$ cat src/rtl/mux_frame_seq.sv
module mux_frame_seq #(
  parameter int NSLOT = 10,
  parameter int CODE_W = 4,
  parameter int TICKS_PER_SLOT = 4,
  parameter logic [2**CODE_W-1:0] VOLT_MASK = 16'h002A,
  parameter logic [CODE_W-1:0] BAT_CODE = 4'd9,
  localparam int SW = $clog2(NSLOT+1),
  localparam int TW = $clog2(TICKS_PER_SLOT+1)
) (
  input  logic                    clk,
  input  logic                    rst_n,
  input  logic                    tick,
  input  logic [SW-1:0]           slot_count,
  input  logic [NSLOT*CODE_W-1:0] norm_sel,
  input  logic [NSLOT*CODE_W-1:0] alt_sel,
  input  logic                    alt_req,
  input  logic                    chop_en,
  input  logic                    bat_mon_en,
  output logic [CODE_W-1:0]       sel_code,
  output logic [SW-1:0]           slot_idx,
  output logic                    alt_frame,
  output logic                    frame_start,
  output logic                    fir_start,
  output logic                    chop_phase,
  output logic                    bat_en
);
  logic [SW-1:0] slot_r, eff;
  logic [TW-1:0] tcnt;
  logic req_q, pend, alt_r, chop_r, fs_r, fir_r;
  logic [CODE_W-1:0] nsel [NSLOT];
  logic [CODE_W-1:0] asel [NSLOT];

  for (genvar i = 0; i < NSLOT; i++) begin : g_unpack
    assign nsel[i] = norm_sel[i*CODE_W +: CODE_W];
    assign asel[i] = alt_sel[i*CODE_W +: CODE_W];
  end

  always_comb begin
    if (slot_count == '0)               eff = SW'(1);
    else if (slot_count > SW'(NSLOT))   eff = SW'(NSLOT);
    else                                eff = slot_count;
  end

  wire slot_end = tick && (tcnt == TW'(TICKS_PER_SLOT-1));
  wire at_last  = (slot_r >= eff - SW'(1));
  wire req_rise = alt_req && !req_q;
  wire [CODE_W-1:0] code_n = nsel[slot_r];
  wire [CODE_W-1:0] code_a = asel[slot_r];
  wire keep_n = VOLT_MASK[code_n];

  always_ff @(posedge clk) begin
    if (!rst_n) begin
      slot_r <= '0;
      tcnt   <= '0;
      req_q  <= 1'b0;
      pend   <= 1'b0;
      alt_r  <= 1'b0;
      chop_r <= 1'b0;
      fs_r   <= 1'b0;
      fir_r  <= 1'b0;
    end else begin
      req_q <= alt_req;
      fs_r  <= 1'b0;
      fir_r <= 1'b0;
      if (req_rise) pend <= 1'b1;
      if (tick) tcnt <= slot_end ? '0 : tcnt + TW'(1);
      if (slot_end) begin
        fir_r <= 1'b1;
        if (at_last) begin
          slot_r <= '0;
          fs_r   <= 1'b1;
          alt_r  <= pend;
          pend   <= req_rise;
          chop_r <= chop_r ^ chop_en;
        end else begin
          slot_r <= slot_r + SW'(1);
        end
      end
    end
  end

  assign sel_code    = (alt_r && !keep_n) ? code_a : code_n;
  assign slot_idx    = slot_r + SW'(1);
  assign alt_frame   = alt_r;
  assign frame_start = fs_r;
  assign fir_start   = fir_r;
  assign chop_phase  = chop_r;
  assign bat_en      = bat_mon_en && (sel_code == BAT_CODE);
endmodule

$ cat config.mk
export PLATFORM = sky130hd
export DESIGN_NAME = mux_frame_seq
export DESIGN_NICKNAME = d
export VERILOG_FILES = /design/src/rtl/mux_frame_seq.sv
export SDC_FILE = /design/constraint.sdc
export NUM_CORES = 1
export LEC_CHECK = 0
export ABC_AREA = 1
export ABC_CLOCK_PERIOD_IN_PS = 3700
export BUFFER_PORTS_ARGS = -buffer_cell sky130_fd_sc_hd__buf_2
export CAP_MARGIN = 15
export CORE_MARGIN = 3
export CORE_UTILIZATION = 45
export DETAILED_ROUTE_END_ITERATION = 7
export GPL_ROUTABILITY_DRIVEN = 0
export PLACE_DENSITY = 0.85
export SLEW_MARGIN = 20
export SYNTH_ARGS = -nofsm -noshare
export SYNTH_HDL_FRONTEND = slang
export SYNTH_SLANG_ARGS = --single-unit
export TNS_END_PERCENT = 30
$ cat constraint.sdc
create_clock -name clk -period 3.7 [get_ports clk]
set_input_delay 0.37 -clock clk [delete_from_list [all_inputs] [get_ports clk]]
set_output_delay 0.37 -clock clk [all_outputs]
set_load 0.02 [all_outputs]
==> metrics.txt, run 1 <==
status=finished, final reports clean; CTS root buffer=clkbuf_4; Setup CP Type=reg2out; Initial Util=49.4%; post-synthesis cell type count=31; largest net degree at the start of global routing=45; initial antenna violation count=0; final core utilization=65.0%; required time of the worst setup path=3.33 ns; Synth Area in XOR/XNOR=1.66%; min cycle time layout=2.96 ns; worst hold path type=in2reg; Static Leakage=1.22 nW; critical-path maximum fanout=21; Final Skew=0.000735 ns; Max Clk Rate=0.338 GHz; Inserted Clock Buffers=3; clock sink count=13; Hold-fix buffers, CTS=0; DRT antenna net count=0; final WL=4930 um; Ports=103; slowest CP cell=dfxtp_1; largest area contributor in the netlist=nand2_1; post-synthesis compound-gate area fraction=18.3%; largest family of logic cells by synthesized area=simple AND/OR/NAND/NOR gates; CP dominant cell by count=nand2_1; Critical Path Start Type=register; # Post-CTS Setup Buffers=0; Clock Tree Buf Depth=2; global route overflow=0; Initial DRT Pass Iterations=4; Max stage delay on crit path=0.83 ns; DR vias=2104; Worst VDD drop=0.250 mV; Synth Area in Adders=5.53%; # Max-Cap Violations=0; syn nets=381; Total GRT Usage=23.3%; Core Box Area=0.00320 mm^2; simple logic cell fraction of the synthesized area=44.1%; Setup Viol. Count Final=0; final hold violations=0; # DRC=0; design area=0.00208 mm^2; fillcell total=333; Post-Syn Instances=284; num rows=20; top cells by area, synth=nand2_1, dfxtp_1, nand3_1, inv_1, nor2_1; worst skew pair latency=0.28 ns; TritonCTS clock tree=yes; Setup TNS=0 ns; layout cell share with drive strength beyond 1=31.0%; synthesized flop and latch total=13; Placed Area=0.00206 mm^2; P per Cell Area=196 mW/mm^2; endpoint class of the critical path=output port; mux cell area share after synthesis=0%; sequential fraction of the synthesis area=16.4%; Max-slew headroom=48.1%; Warnings, synthesis=0; post-DR wirelength/cell=11.7 um; # port buffers=102; first-pass GRT wire length=8060 um; Worst-path clk slew=0.08 ns; unrepaired setup endpoints after global routing=false; DRT iter0 DRCs=128; detailed placement HPWL=3880 um; period utilization=79.9%; number of global-route vias before repair=1939; Syn Area/Cell=5.57 um^2; P&R area growth vs syn=31.6%; Hold WS=0.293 ns; Cell Area, Synth=0.00158 mm^2; H-Tree Depth=1; Die Span X=65.3 um; ant diodes=0; Avg Vias per Cell=4.99; worst path arrival time=2.59 ns; Die Y=65.3 um; Slew @ Worst Pin=0.778 ns; share of the synthesized area in the top cell type=24.7%; Cell Chain, Critical Path=inv_2, nor2_1, o21ai_1, nand3_1, nand3_1, nand2_1, nand3_2, nand2_1, nand2_1, nand2_1, nand3_2, nor2_2, buf_2; PostCTS Resize Cnt=0; Final Max Tran Viols=0; Die Area=0.00426 mm^2; nets@finish=476
==> cell usage in the layout, fill, tap and decap left out, drive strengths merged <==
| cell type | n |
|---|---|
| a2111oi | 3 |
| a211oi | 2 |
| a21boi | 2 |
| a21oi | 10 |
| a31oi | 1 |
| buf | 103 |
| clkbuf | 3 |
| clkinv | 2 |
| dfxtp | 13 |
| ha | 7 |
| inv | 31 |
| nand2 | 105 |
| nand3 | 32 |
| nand4 | 1 |
| nor2 | 27 |
| nor3 | 2 |
| o211ai | 2 |
| o21ai | 21 |
| o221ai | 3 |
| o22ai | 4 |
| or2 | 1 |
| xor2 | 3 |
==> final timing paths <==
| check | slack (ns) | startpoint | cells past startpoint | to |
|---|---|---|---|---|
| setup / recovery | 0.74 | slot_r[1]$_SDFFE_PN0P_ | 13 | bat_en |
| hold / removal | 0.29 | alt_req | 3 | req_q$_SDFF_PN0_ |
| setup reg to reg | 1.52 | slot_r[1]$_SDFFE_PN0P_ | 8 | slot_r[1]$_SDFFE_PN0P_ |
| hold reg to reg | 0.42 | req_q$_SDFF_PN0_ | 1 | pend$_SDFF_PN0_ |
==> stage by stage <==
| stage | cells | total power, W | worst slack (ns) |
|---|---|---|---|
| finish | 422 | 0.000408 | 0.744 |
| global route | 422 | 0.000445 | 0.493 |
| CTS | 422 | 0.000412 | 0.758 |
| detailed placement | 418 | 0.000324 | 1.08 |
| global placement | 418 | 0.000321 | 1.14 |
| floorplan | 284 | 0.000254 | 1.43 |
==> area by class of cell <==
| cell class | count | area, um^2 | area share [%] |
|---|---|---|---|
| well taps | 44 | 55.1 | 2.64 |
| clock buffers | 3 | 22.5 | 1.08 |
| inverters | 32 | 120 | 5.77 |
| flip-flops and latches | 13 | 260 | 12.5 |
| repair buffers | 103 | 518 | 24.9 |
| clock inverters | 1 | 5.00 | 0.240 |
| multi-input cells | 226 | 1100 | 52.9 |
==> cell usage after synthesis (all sizes together) <==
cell type / number
nand2: 105
nand3: 32
inv: 31
nor2: 27
o21ai: 21
buf: 13
dfxtp: 13
a21oi: 10
ha: 7
o22ai: 4
a2111oi: 3
o221ai: 3
xor2: 3
a211oi: 2
a21boi: 2
nor3: 2
o211ai: 2
a31oi: 1
clkinv: 1
nand4: 1
or2: 1
==> cell families (layout without fill, tap and decap cells) <==
family / after synthesis / count (layout)
AOI/OAI and AO/OA: 48 / 48
xor gates and xnor gates: 3 / 3
adders and majority gates: 7 / 7
buffers and inverters: 45 / 139
DFF: 13 / 13
and+or+nand+nor: 168 / 168
==> state kept, by name, summed over array words and instances (netlist names) <==
signal	flops
tcnt	3
req_q	1
frame_start	1
chop_phase	1
fir_start	1
alt_frame	1
pend	1
slot_r	4
==> worst max-delay path, delay by kind of cell, from the launching register on <==
kind | cells | cell delay, ns
AO/OA/AOI/OAI | 1 | 0.07
flip-flops | 1 | 0.83
buffers and inverters | 2 | 0.43
AND/OR/NAND/NOR | 10 | 0.98
==> power breakdown <==
| group | internal, W | leakage [nW] | switching, W |
|---|---|---|---|
| Sequential | 0.000145 | 0.106 | 0.00000556 |
| Clock | 0.0000402 | 0.0177 | 0.0000468 |
| Combinational | 0.0000779 | 1.10 | 0.0000926 |
| Total | 0.000263 | 1.22 | 0.000145 |
==> routing by layer <==
| metal | global-route usage [%] | wire (um) |
|---|---|---|
| met4 | 4.92 | 51 |
| met3 | 5.30 | 499 |
| met5 | 0 | 0 |
| met2 | 43.9 | 2390 |
| met1 | 26.4 | 1980 |
(Power assumes the default switching activity.)
==> run 2: changes to the inputs <==
--- a/config.mk
+++ b/config.mk
@@ -5,15 +5,15 @@
 export SDC_FILE = /design/constraint.sdc
 export NUM_CORES = 1
 export LEC_CHECK = 0
-export ABC_AREA = 1
-export ABC_CLOCK_PERIOD_IN_PS = 3700
+export ABC_AREA = 0
+export ABC_CLOCK_PERIOD_IN_PS = 2800
 export BUFFER_PORTS_ARGS = -buffer_cell sky130_fd_sc_hd__buf_2
 export CAP_MARGIN = 15
 export CORE_MARGIN = 3
-export CORE_UTILIZATION = 45
+export CORE_UTILIZATION = 41
 export DETAILED_ROUTE_END_ITERATION = 7
 export GPL_ROUTABILITY_DRIVEN = 0
-export PLACE_DENSITY = 0.85
+export PLACE_DENSITY = 0.8
 export SLEW_MARGIN = 20
 export SYNTH_ARGS = -nofsm -noshare
 export SYNTH_HDL_FRONTEND = slang
==> constraint.sdc (replaced) <==
create_clock -name clk -period 2.8 [get_ports clk]
set_input_delay 0.28 -clock clk [delete_from_list [all_inputs] [get_ports clk]]
set_output_delay 0.28 -clock clk [all_outputs]
set_load 0.02 [all_outputs]
==> metrics.txt, run 2 <==
met3 WL post-DR=318 um (-36%); PostCTS Resize Cnt=1 (+1); # Max-Cap Violations=0 (unchanged); final hold violations=0 (unchanged); clock sink count=13 (unchanged); Crit. Startpoint=slot_r[0]$_SDFFE_PN0P_; Metal-1 WL=1860 um (-6.4%); Static Leakage=0.943 nW (-23%); Avg Vias per Cell=5.33 (+6.9%); Setup TNS=0 ns (unchanged); Max stage delay on crit path=0.54 ns (-0.29 ns); DRT iter0 DRCs=47 (-63%); Placed Area=0.00200 mm^2 (-2.9%); syn nets=254 (-33%); Setup Viol. Count Final=0 (unchanged); # Post-CTS Setup Buffers=0 (unchanged); Core Box Area=0.00320 mm^2 (unchanged); highest metal used=met4; number of global-route vias before repair=1563 (-19%); Initial DRT Pass Iterations=4 (unchanged); post-synthesis compound-gate area fraction=18.4% (+0.077 points); Setup CP Type=reg2out; detailed placement HPWL=3800 um (-2.2%); Final Skew=0.00370 ns (+0.00296 ns); H-Tree Depth=1 (unchanged); Main synth FF type=dfxtp_1; Ports=103 (unchanged); Slew @ Worst Pin=0.549 ns (-0.229 ns); Crit path max-delay family=simple AND/OR/NAND/NOR gates; Logic pwr share=35.1% (-6.7 points); num rows=20 (unchanged); DR vias=1615 (-23%); required time of the worst setup path=2.52 ns (-0.81 ns); post-synthesis cell type count=42 (+35%); top cells by area, synth=dfxtp_1, mux2i_1, mux4_2, ha_1, a21oi_1; worst path arrival time=2.41 ns (-0.18 ns); top-count cell post-synth=mux2i_1; period utilization=96.0%; Die Area=0.00430 mm^2 (+0.75%); layout cell share with drive strength beyond 1=51.7% (+21 points); Warnings, synthesis=0 (unchanged); min cycle time layout=2.69 ns; met2 routed WL=2360 um (-1.5%); slowest CP cell=mux4_2; Die Y=65.6 um (+0.38%); Final Total Pwr=0.000485 W (+19%); sequential fraction of the synthesis area=17.9% (+1.5 points); clock network fraction of total power=25.3% (+4.0 points); synthesized flop and latch total=13 (unchanged); Inserted Clock Buffers=3 (unchanged); Syn Area/Cell=9.26 um^2 (+66%); first-pass GRT wire length=7100 um (-12%); Critical Path Start Type=register; share of the synthesized area in the top cell type=17.9% (-6.8 points); Post-synth EDFFs=0 (unchanged); worst skew pair latency=0.29 ns (about the same); Cell Area, Synth=0.00145 mm^2 (-8.1%); post-DR wirelength/cell=15.2 um (+30%); R2R depth=8 (unchanged); largest area contributor in the netlist=dfxtp_1; nets@finish=357 (-25%); switch share=30.1% (-5.5 points); unrepaired setup endpoints after global routing=false; CTS root buffer=clkbuf_4; biggest regs=slot_r x4, tcnt x3; Die Span X=65.6 um (+0.38%); Async SR Flop Fraction=0% (unchanged); Worst R2R Start=slot_r[0]$_SDFFE_PN0P_; Worst-path clk slew=0.08 ns (about the same); crit path buf inv count=1 (-1); endpoint class of the critical path=output port; Clock Tree Buf Depth=2 (unchanged); Int Pwr=0.000339 W (+29%); TritonCTS clock tree=yes; register share of total power=39.6% (+2.7 points); CP endpoint=bat_en; P per Cell Area=233 mW/mm^2 (+19%); Worst VDD drop=0.174 mV (-30%); max reg flops=4 (unchanged); Final Max Tran Viols=0 (unchanged); reg-to-reg endpoint=pend$_SDFF_PN0_; simple logic cell fraction of the synthesized area=14.5% (-30 points); worst hold path type=in2reg; Synth Area in Adders=6.02% (+0.49 points); final WL=4590 um (-6.9%); largest net degree at the start of global routing=18 (-60%); P&R area growth vs syn=43.0%; Synth Area in XOR/XNOR=3.61% (+2.0 points); # port buffers=102 (unchanged); Initial Util=45.4% (-4.0 points); Cell Chain, Critical Path=mux4_2, a2bb2oi_2, o2bb2ai_4, o211ai_2, or4b_1, nor3_2, buf_4; DRT antenna net count=0 (unchanged); Most flops, register=slot_r; commonest cells after routing, fill and taps aside=buf_2, mux2i_1, nor2_1; Max-slew headroom=63.0% (+15 points); initial antenna violation count=0 (unchanged); Max Clk Rate=0.372 GHz; Post-Syn Instances=157 (-45%); largest family of logic cells by synthesized area=multiplexers; fillcell total=299 (-10%); global route overflow=0 (unchanged); critical-path maximum fanout=7 (-67%); P_sw=0.000146 W (+0.66%); Worst path depth=7 (-6); Hold-fix buffers, CTS=0 (unchanged); ant diodes=0 (unchanged); Total GRT Usage=21.1% (-2.2 points); mux cell area share after synthesis=33.0% (+33 points); status=finished, final reports clean; top cells by count, synth=mux2i_1, nor2_1, a21oi_1, dfxtp_1; R2R Setup Slk=0.81 ns (-0.71 ns); leading cell type in the layout, fill and taps excluded=buf_2; design area=0.00208 mm^2 (-0.18%); # DRC=0 (unchanged)
run 2: changes by cell type after synthesis, moves of 4 or more:
cell       before  now
inv_1          28    7
a2bb2oi_1       0    4
xnor2_1         0    4
nand3_1        30    0
buf_2           5    1
o21ai_1         8    0
mux2i_1         0   25
nor2_1         26   14
o21ai_0        13    6
nand2_1       104    9
mux4_2          0    9
run 2: per-stage QoR:
stage                     utilization (%)  instances  hold WS [ns]  setup slack (ns)
final                                64.9        303         0.221             0.111
after global routing                 64.9        303         0.225          0.000357
after CTS                            63.3        303         0.212           0.00757
after detailed placement             62.3        299         0.398             0.327
after global placement               62.3        299         0.393             0.354
after floorplan                         -        157         0.388             0.297
run 2: cell type report:
type	instances	area, um^2	area share, %
clock buffers	3	22.5	1.08
clock inverters	1	5.00	0.241
inverters	7	26.3	1.26
multi-input cells	127	1130	54.4
flip-flops and latches	13	265	12.8
well taps	44	55.1	2.65
repair buffers	108	574	27.6
run 2: how the worst min path moves through the flow:
stage / startpoint / to / cells past startpoint
after floorplan: req_q$_SDFF_PN0_ / pend$_SDFF_PN0_ / 1
after global placement: req_q$_SDFF_PN0_ / pend$_SDFF_PN0_ / 1
after detailed placement: req_q$_SDFF_PN0_ / pend$_SDFF_PN0_ / 1
after CTS: alt_req / req_q$_SDFF_PN0_ / 3
after global routing: alt_req / req_q$_SDFF_PN0_ / 3
final: alt_req / req_q$_SDFF_PN0_ / 3
run 2: power by group through the flow:
stage | Clock, W | Sequential (W) | Combinational (W)
2_1_floorplan | 0 | 0.000196 | 0.0000838
3_5_place_dp | 0 | 0.000197 | 0.000165
6_report | 0.000123 | 0.000192 | 0.000170
3_3_place_gp | 0 | 0.000197 | 0.000162
5_1_grt | 0.000135 | 0.000193 | 0.000189
4_1_cts | 0.000124 | 0.000193 | 0.000166
run 2: worst reg2reg max path: stages (launching register included):
cell and delay (ns):
dfxtp_4 0.43, inv_1 0.07, ha_1 0.28, nand2b_1 0.14
a21o_1 0.17, a21o_1 0.17, a21oi_1 0.21, o21ai_0 0.24
o22ai_1 0.21
run 2: logic make-up (layout without fill, tap and decap cells):
group / Yosys count / after routing
compound gates: 39 / 39
xor+xnor: 6 / 6
fa+ha+maj: 7 / 7
buf+inv: 17 / 119
flops: 13 / 13
mux: 35 / 35
simple gates: 40 / 40
run 2: per-layer routing:
layer,vias to the layer above,GRT usage [%]
met5,-,0
met4,0,6.48
met3,6,2.74
met2,72,36.5
met1,740,27.1
li1,797,-
